--- config.mk ---
export PLATFORM = sky130hd
export DESIGN_NAME = chan_status_reg
export DESIGN_NICKNAME = d
export VERILOG_FILES = /design/src/rtl/csr_pkg.sv /design/src/rtl/csr_sticky_bank.sv /design/src/rtl/csr_mode_ctl.sv /design/src/rtl/csr_rx_format.sv /design/src/rtl/chan_status_reg.sv
export SDC_FILE = /design/constraint.sdc
export NUM_CORES = 1
export LEC_CHECK = 0
export BUFFER_PORTS_ARGS = -buffer_cell sky130_fd_sc_hd__buf_2
export CAP_MARGIN = 20
export CORE_MARGIN = 2
export CORE_UTILIZATION = 30
export CTS_CLUSTER_SIZE = 28
export DETAILED_ROUTE_END_ITERATION = 10
export GPL_ROUTABILITY_DRIVEN = 0
export GPL_TIMING_DRIVEN = 1
export HOLD_SLACK_MARGIN = 0.1
export PLACE_DENSITY = 0.84
export SKIP_CTS_REPAIR_TIMING = 1
export SYNTH_ARGS = -nofsm -noshare
export SYNTH_HDL_FRONTEND = slang
export SYNTH_SLANG_ARGS = --single-unit
--- constraint.sdc ---
create_clock -name clk -period 1.6 [get_ports clk]
set_input_delay 0.32 -clock clk [delete_from_list [all_inputs] [get_ports clk]]
set_output_delay 0.32 -clock clk [all_outputs]
set_load 0.1 [all_outputs]
--- src/rtl/csr_pkg.sv ---
// Package: shared widths and bit positions of the channel status register.
// Assumes an 8-bit character and a 16-bit host word.
package csr_pkg;
    localparam int BYTE_W   = 8;
    localparam int WORD_W   = 2 * BYTE_W;
    localparam int EVT_W    = 6;   // overflow, cmp2, cmp1, break, framing, parity
    localparam int LIVE_W   = 6;   // cts, dsr, cd, txf empty, txsh empty, rx avail
    localparam int CHERR_W  = 4;   // break, framing, overrun, parity
    localparam int MODE_BIT = 15;
    localparam int EVT_LSB  = 8;

    typedef enum logic [1:0] {
        ACC_STAT_BYTE = 2'b00,
        ACC_STAT_WORD = 2'b01,
        ACC_RX_BYTE   = 2'b10,
        ACC_RX_WORD   = 2'b11
    } acc_kind_e;
endpackage

--- src/rtl/csr_sticky_bank.sv ---
// Module: bank of sticky event flags.
// Each flag sets on a one-cycle pulse and clears on clr_i; a pulse in the
// same cycle as clr_i wins. Assumes pulses are synchronous to clk.
module csr_sticky_bank #(
    parameter int N = 6
) (
    input  logic         clk,
    input  logic         rst_n,
    input  logic [N-1:0] evt_i,
    input  logic         clr_i,
    output logic [N-1:0] flags_o
);
    for (genvar g = 0; g < N; g++) begin : g_flag
        logic q;
        // Hold, clear or set one flag; set has priority over clear.
        always_ff @(posedge clk) begin
            if (!rst_n)        q <= 1'b0;
            else if (evt_i[g]) q <= 1'b1;
            else if (clr_i)    q <= 1'b0;
        end
        assign flags_o[g] = q;
    end
endmodule

--- src/rtl/csr_mode_ctl.sv ---
// Module: receive-format control bit.
// Changes only on an explicit load strobe; reads never touch it.
module csr_mode_ctl (
    input  logic clk,
    input  logic rst_n,
    input  logic load_i,
    input  logic val_i,
    output logic mode_o
);
    // Load the format bit on a qualified host write.
    always_ff @(posedge clk) begin
        if (!rst_n)      mode_o <= 1'b0;
        else if (load_i) mode_o <= val_i;
    end
endmodule

--- src/rtl/csr_rx_format.sv ---
// Module: builds the host view of receive data.
// Word access: either two characters or one character plus its error bits,
// chosen by mode_i. Byte access: the first character only. Purely combinational.
module csr_rx_format #(
    parameter int BYTE_W = 8,
    parameter int ERR_W  = 4
) (
    input  logic                mode_i,
    input  logic                word_i,
    input  logic [BYTE_W-1:0]   char0_i,
    input  logic [BYTE_W-1:0]   char1_i,
    input  logic [ERR_W-1:0]    err0_i,
    output logic [2*BYTE_W-1:0] data_o
);
    localparam int PAD_W = BYTE_W - ERR_W;

    // Select the upper half according to access size and format.
    always_comb begin
        if (!word_i)     data_o = {{BYTE_W{1'b0}}, char0_i};
        else if (mode_i) data_o = {{PAD_W{1'b0}}, err0_i, char0_i};
        else             data_o = {char1_i, char0_i};
    end
endmodule

--- src/rtl/chan_status_reg.sv ---
// Module: per-channel status register with clear-on-word-read event flags,
// a receive-format bit and the receive data formatter.
// Assumes host strobes last one cycle and read data is taken in that cycle.
module chan_status_reg
    import csr_pkg::*;
#(
    parameter int CHAR_W = 8,
    parameter int ERR_W  = 4
) (
    input  logic                clk,
    input  logic                rst_n,
    input  logic                hst_rd,
    input  logic                hst_wr,
    input  logic                hst_word,
    input  logic                hst_rx_sel,
    input  logic [15:0]         hst_wdata,
    output logic [15:0]         hst_rdata,
    input  logic                cts_in,
    input  logic                dsr_in,
    input  logic                cd_in,
    input  logic                txf_empty,
    input  logic                txsh_empty,
    input  logic                rx_avail,
    input  logic                ev_ovf,
    input  logic                ev_cmp2,
    input  logic                ev_cmp1,
    input  logic                ev_break,
    input  logic                ev_frame,
    input  logic                ev_parity,
    input  logic [CHAR_W-1:0]   rx_char0,
    input  logic [CHAR_W-1:0]   rx_char1,
    input  logic [ERR_W-1:0]    rx_err0,
    output logic                tx_drained
);
    localparam int PAD_LO = BYTE_W - LIVE_W;

    acc_kind_e          acc;
    logic               stat_word_rd;
    logic               stat_byte_rd;
    logic               mode_wr;
    logic               mode;
    logic [EVT_W-1:0]   evt;
    logic [EVT_W-1:0]   flags;
    logic [LIVE_W-1:0]  live;
    logic [15:0]        stat_word;
    logic [15:0]        rx_word;

    // Classify the host access by target and size.
    assign acc          = acc_kind_e'({hst_rx_sel, hst_word});
    assign stat_word_rd = hst_rd && (acc == ACC_STAT_WORD);
    assign stat_byte_rd = hst_rd && (acc == ACC_STAT_BYTE);
    assign mode_wr      = hst_wr && (acc == ACC_STAT_WORD);

    // Gather event pulses and live levels in register bit order.
    assign evt  = {ev_ovf, ev_cmp2, ev_cmp1, ev_break, ev_frame, ev_parity};
    assign live = {cts_in, dsr_in, cd_in, txf_empty, txsh_empty, rx_avail};

    csr_sticky_bank #(.N(EVT_W)) u_flags (
        .clk     (clk),
        .rst_n   (rst_n),
        .evt_i   (evt),
        .clr_i   (stat_word_rd),
        .flags_o (flags)
    );

    csr_mode_ctl u_mode (
        .clk    (clk),
        .rst_n  (rst_n),
        .load_i (mode_wr),
        .val_i  (hst_wdata[MODE_BIT]),
        .mode_o (mode)
    );

    csr_rx_format #(.BYTE_W(CHAR_W), .ERR_W(ERR_W)) u_rxfmt (
        .mode_i  (mode),
        .word_i  (hst_word),
        .char0_i (rx_char0),
        .char1_i (rx_char1),
        .err0_i  (rx_err0),
        .data_o  (rx_word)
    );

    // Assemble the full status word: format bit, zero, flags, live byte.
    assign stat_word = {mode, 1'b0, flags, {PAD_LO{1'b0}}, live};

    // Drive read data only while a read strobe is present.
    always_comb begin
        hst_rdata = '0;
        if (hst_rd) begin
            unique case (acc)
                ACC_STAT_WORD: hst_rdata = stat_word;
                ACC_STAT_BYTE: hst_rdata = {8'h00, stat_word[7:0]};
                default:       hst_rdata = rx_word;
            endcase
        end
    end

    // Transmit path is empty only when both stages are empty.
    assign tx_drained = txf_empty & txsh_empty;
endmodule

== Word level (Yosys, flattened, before mapping) ==
Cells that the tools add are included.
Word-level totals
  word-level logic and storage cells: 29
  output and inout bits: 17
  register bits after elaboration: 7
Cells by class
  equality and inequality tests: 1
  reductions and logical operators: 9
  mux-type cells: 11
  bitwise operators: 1
Operators by type and width (number)
  two-way mux 16 bit: 3
  one-hot mux 16 bit (2 select lines): 1
  nonzero test 2 bit: 6
  two-way mux 1 bit: 7
  equality test 2 x 1 -> 1 bit, second input constant: 1
  logical AND 1 bit: 2
  zero test 2 bit: 1
  AND 1 bit: 1

== Depth between registers and ports, before layout ==
  depth after elaboration: 4
  depth in mapped cells: 3
  mapped depth without buffers: 2

== By module ==
A second synthesis with hierarchy kept.
Second synthesis, totals
  cell total of the unflattened synthesis: 81
  area total of the unflattened synthesis: 734.5 µm²
By module, submodules not included
  chan_status_reg: area each 275.3 µm², cells an instance 32, times used 1, seq. area each 0.0 µm²
  csr_sticky_bank: area each 247.7 µm², cells an instance 24, times used 1, seq. area each 120.1 µm²
  csr_rx_format: area each 175.2 µm², cells an instance 22, times used 1, seq. area each 0.0 µm²
  csr_mode_ctl: area each 36.3 µm², cells an instance 3, times used 1, seq. area each 20.0 µm²

== Least setup slack after synthesis ==
No wires, ideal clock.
  path type: in2out
  start: in hst_rx_sel
  end: out hst_rdata[10]
  data required time: 1280 ps
  arrival time: 2103 ps
  stages: 3
  setup slack: -823 ps
  path through: buf_4 -> nand3_1 -> o2bb2ai_1
Between the ends
  longest elaborated chain between the ends: 3
Ends and longest elaborated chain
  start, declared: RTL line chan_status_reg.sv:15  | input logic hst_rx_sel,
  equality test 2 x 1 -> 1 bit or zero test 2 bit (tied branches): RTL line chan_status_reg.sv:90  | unique case (acc)
  one-hot mux 16 bit (2 select lines) (*): RTL line chan_status_reg.sv:90
  two-way mux 16 bit (*): RTL line chan_status_reg.sv:89  | if (hst_rd) begin
  end, declared: RTL line chan_status_reg.sv:17  | output logic [15:0] hst_rdata,
Mark *: on every way between the ends. The rest lies on a longest branch, timed or not.

== Final worst setup path ==
  start: reg u_mode.mode_o
  end: out hst_rdata[14]
Between the ends
  longest elaborated chain between the ends: 4
Ends and longest elaborated chain
  start, declared: RTL line csr_mode_ctl.sv:8  | output logic mode_o
  start signal, assigned: RTL line csr_mode_ctl.sv:13  | else if (load_i) mode_o <= val_i;
  two-way mux 16 bit: RTL line csr_rx_format.sv:20  | else if (mode_i) data_o = {{PAD_W{1'b0}}, err0_i, char0_i};
  two-way mux 16 bit: RTL line csr_rx_format.sv:19  | if (!word_i) data_o = {{BYTE_W{1'b0}}, char0_i};
  one-hot mux 16 bit (2 select lines): RTL line chan_status_reg.sv:90
  two-way mux 16 bit: RTL line chan_status_reg.sv:89
No other way between the ends.

==> impl_metrics.prom <==
# TYPE chip_impl_metric gauge
chip_impl_info{name="outcome",value="completed"} 1
chip_impl_metric{name="max-vdd-ir-drop",unit="V"} 0.000522
chip_impl_metric{name="antenna_cells",unit=""} 0
chip_impl_metric{name="globalRouteTotalUtil",unit="%"} 20.8
chip_impl_metric{name="crit_path_max_fanout",unit=""} 3
chip_impl_metric{name="sequential_cell_area",unit="um^2"} 144
chip_impl_metric{name="cts_inserted_buffers",unit=""} 3
chip_impl_metric{name="detailedRoute.firstPassIterationCount",unit=""} 4
chip_impl_metric{name="floorplan.die.width",unit="um"} 46.5
chip_impl_metric{name="core_area",unit="um^2"} 1710
chip_impl_metric{name="ios",unit=""} 71
chip_impl_info{name="timing_worst_setup_path_type",value="reg2out"} 1
chip_impl_metric{name="io_buffers",unit=""} 55
chip_impl_metric{name="timing.final.crit_period",unit="ns"} 1.60
chip_impl_metric{name="combined_area_of_all_synthesized_cells",unit="um^2"} 542
chip_impl_info{name="setup.worst_path.start",value="u_mode.mode_o"} 1
chip_impl_metric{name="die-height",unit="um"} 46.5
chip_impl_metric{name="power_switching_share",unit="%"} 42.3
chip_impl_metric{name="post_synth.cell_area_avg",unit="um^2"} 8.33
chip_impl_metric{name="vias_in_the_first_global_route",unit=""} 720
chip_impl_metric{name="timing.hold.ws",unit="ns"} 0.274
chip_impl_metric{name="final_hold_viol_count",unit=""} 0
chip_impl_metric{name="grt_first_pass_wirelength",unit="mm"} 3.06
chip_impl_metric{name="nNetsFinal",unit=""} 178
chip_impl_info{name="highest-signal-layer",value="met4"} 1
chip_impl_metric{name="ff2ff_setup_slack",unit="ns"} 0.94
chip_impl_info{name="hp-start",value="ev_frame"} 1
chip_impl_metric{name="filler_cell_count",unit=""} 111
chip_impl_metric{name="starting_density_of_the_core",unit="%"} 31.7
chip_impl_metric{name="clock-skew-final",unit="ns"} 0
chip_impl_metric{name="yosys_warnings",unit=""} 0
chip_impl_metric{name="post_drt_via_cell_ratio",unit=""} 4.62
chip_impl_info{name="worst_hold_path_type",value="in2reg"} 1
chip_impl_metric{name="relSlewSlack",unit="%"} 67.8
chip_impl_metric{name="power_switching",unit="mW"} 0.341
chip_impl_metric{name="pin_count_of_the_biggest_net_entering_global_routing",unit=""} 15
chip_impl_metric{name="fin_area",unit="um^2"} 1320
chip_impl_metric{name="setup_tns",unit="ns"} 0
chip_impl_metric{name="final-setup-viol-count",unit=""} 0
chip_impl_metric{name="synth-seq-cells",unit=""} 7
chip_impl_metric{name="final_core_area_utilization",unit="%"} 77.3
chip_impl_metric{name="path_clk_slew",unit="ns"} 0.05
chip_impl_metric{name="upper_clock_frequency_limit",unit="MHz"} 626
chip_impl_info{name="critical_path.startpoint_type",value="flop"} 1
chip_impl_metric{name="number_of_antenna_violations_at_the_first_check_in_global_routing",unit=""} 0
chip_impl_metric{name="drt_drc_violations_left",unit=""} 0
chip_impl_metric{name="worstPathRequired",unit="ns"} 1.28
chip_impl_metric{name="power_frac_seq",unit="%"} 25.2
chip_impl_metric{name="die-area",unit="um^2"} 2160
chip_impl_metric{name="p_comb_share",unit="%"} 55.4
chip_impl_metric{name="ant_nets",unit=""} 0
chip_impl_metric{name="met3RoutedLength",unit="um"} 101
chip_impl_metric{name="ys_seq_area_share",unit="%"} 25.9
chip_impl_metric{name="flow.area_growth_from_synthesis",unit="%"} 144
chip_impl_metric{name="report.power.total",unit="mW"} 0.805
chip_impl_metric{name="grt_overflow",unit=""} 0
chip_impl_metric{name="iter_0_drt_violations",unit=""} 18
chip_impl_metric{name="routedWlPerCell",unit="um"} 13.1
chip_impl_metric{name="totalWireLength",unit="mm"} 1.94
chip_impl_metric{name="placementRows",unit=""} 15
chip_impl_metric{name="clk_path_buf_depth",unit=""} 2
chip_impl_metric{name="place_hpwl",unit="mm"} 1.60
chip_impl_info{name="r2r-start",value="u_flags.g_flag[1].q"} 1
chip_impl_metric{name="pwr-share-clk",unit="%"} 19.4
chip_impl_metric{name="fraction_of_layout_instances_using_a_drive_strength_above_1",unit="%"} 68.3
chip_impl_metric{name="final-max-slew-violation-count",unit=""} 0
chip_impl_metric{name="drt_met1_wl",unit="um"} 639
chip_impl_metric{name="h-tree-depth",unit=""} 1
chip_impl_metric{name="worstPathArrival",unit="ns"} 1.28
chip_impl_metric{name="numClockSinks",unit=""} 7
chip_impl_metric{name="final_min_period_over_clock_period",unit="%"} 99.8
chip_impl_info{name="cts_root_buf",value="sky130_fd_sc_hd__clkbuf_4"} 1
chip_impl_metric{name="static-leakage-power",unit="nW"} 0.600
chip_impl_metric{name="internal_power",unit="mW"} 0.465
chip_impl_info{name="tritoncts",value="yes"} 1
chip_impl_metric{name="multi_input_area",unit="um^2"} 548
chip_impl_metric{name="ys_types",unit=""} 20
chip_impl_metric{name="cap_viol_max_count",unit=""} 0
chip_impl_info{name="grt_setup_unrepaired",value="true"} 1
chip_impl_metric{name="clk-insertion-delay-late",unit="ns"} 0.25
chip_impl_metric{name="num_vias",unit=""} 684
chip_impl_metric{name="worst-slew-pin-transition",unit="ns"} 0.486
chip_impl_info{name="worst_setup_path_end_kind",value="output pin"} 1
chip_impl_metric{name="syn_nets",unit=""} 119
chip_impl_metric{name="synth_cells",unit=""} 65
chip_impl_metric{name="postPlaceCellArea",unit="um^2"} 1220
chip_impl_metric{name="met2RoutedLength",unit="mm"} 1.18
chip_impl_metric{name="power_density",unit="nW/um^2"} 610
## cell families (layout without fill, tap and decap cells)
logic type | after synthesis | in the layout | share of synthesized area (%)
and+or+nand+nor | 29 | 29 | 29.1
AOI/OAI and AO/OA | 13 | 13 | 16.9
muxes | 11 | 11 | 20.3
DFF | 7 | 7 | 25.9
buffers and inverters | 5 | 63 | 7.85
## registers in the layout (all words and copies together) (netlist names)
signal,count
u_flags.g_flag.q,6
u_mode.mode_o,1
## cell usage after synthesis
cell | count | share of area (%)
sky130_fd_sc_hd__mux2i_1 | 11 | 20
sky130_fd_sc_hd__dfxtp_1 | 7 | 26
sky130_fd_sc_hd__buf_6 | 2 | 4.2
sky130_fd_sc_hd__and2_2 | 1 | 1.4
sky130_fd_sc_hd__nand3_1 | 1 | 0.92
sky130_fd_sc_hd__and3b_2 | 1 | 1.8
sky130_fd_sc_hd__buf_4 | 1 | 1.4
sky130_fd_sc_hd__nor2b_1 | 6 | 6.9
sky130_fd_sc_hd__nand3b_1 | 1 | 1.4
sky130_fd_sc_hd__nand2_1 | 14 | 9.7
sky130_fd_sc_hd__nand2b_2 | 1 | 1.6
sky130_fd_sc_hd__o21ai_0 | 1 | 0.92
sky130_fd_sc_hd__o2bb2ai_1 | 5 | 8.1
sky130_fd_sc_hd__and4b_1 | 1 | 1.8
sky130_fd_sc_hd__clkbuf_4 | 1 | 1.4
sky130_fd_sc_hd__and2_1 | 1 | 1.2
sky130_fd_sc_hd__a22o_1 | 2 | 3.2
sky130_fd_sc_hd__o21ai_1 | 5 | 4.6
sky130_fd_sc_hd__buf_2 | 1 | 0.92
sky130_fd_sc_hd__and3_1 | 2 | 2.3
## worst paths after layout
kind / endpoint / depth (start not counted)
setup / recovery: hst_rdata[14] / 3
hold / removal: u_flags.g_flag[1].q / 3
setup reg to reg: u_flags.g_flag[1].q / 2
hold reg to reg: u_flags.g_flag[5].q / 2
## worst max-delay path, stage by stage (launching register included)
cell and delay, ns:
sky130_fd_sc_hd__dfxtp_4 0.35, sky130_fd_sc_hd__and4b_1 0.31, sky130_fd_sc_hd__and2_2 0.19, sky130_fd_sc_hd__buf_12 0.17
## per-stage QoR
stage                     instances  setup slack (ns)
after global routing            148           -0.0625
final                           148           0.00300
after global placement          144            0.0512
after detailed placement        144            0.0381
after floorplan                  65            -0.140
after CTS                       148            -0.122
## area by class of cell
class,count,share of cell area [%]
clock buffer,4,1.99
sequential,7,10.9
timing repair buffer,59,43.2
multi-input combinational,53,41.5
tap,25,2.37
## layout by cell type (no fill, tap or decap), drive strengths merged
cell	n
nand2b	1
dfxtp	7
nand3b	1
and3	2
clkbuf	4
buf	59
and4b	1
a22o	2
nand2	14
nor2b	6
o2bb2ai	5
and2	2
nand3	1
and3b	1
o21ai	6
mux2i	11
## per-layer routing
metal  GRT usage (%)  vias to the layer above
met5               0                        -
met4            8.00                        0
met3            7.84                        2
met2            39.4                       27
met1            19.9                      311
li1                -                      344
## power by group through the flow
| stage | Combinational [mW] | Sequential, mW | Clock [mW] |
|---|---|---|---|
| after floorplan | 0.266 | 0.204 | 0 |
| after global placement | 0.416 | 0.205 | 0 |
| after detailed placement | 0.426 | 0.207 | 0 |
| after CTS | 0.427 | 0.203 | 0.168 |
| after global routing | 0.465 | 0.204 | 0.180 |
| final | 0.446 | 0.203 | 0.156 |
(Power assumes the default switching activity.)
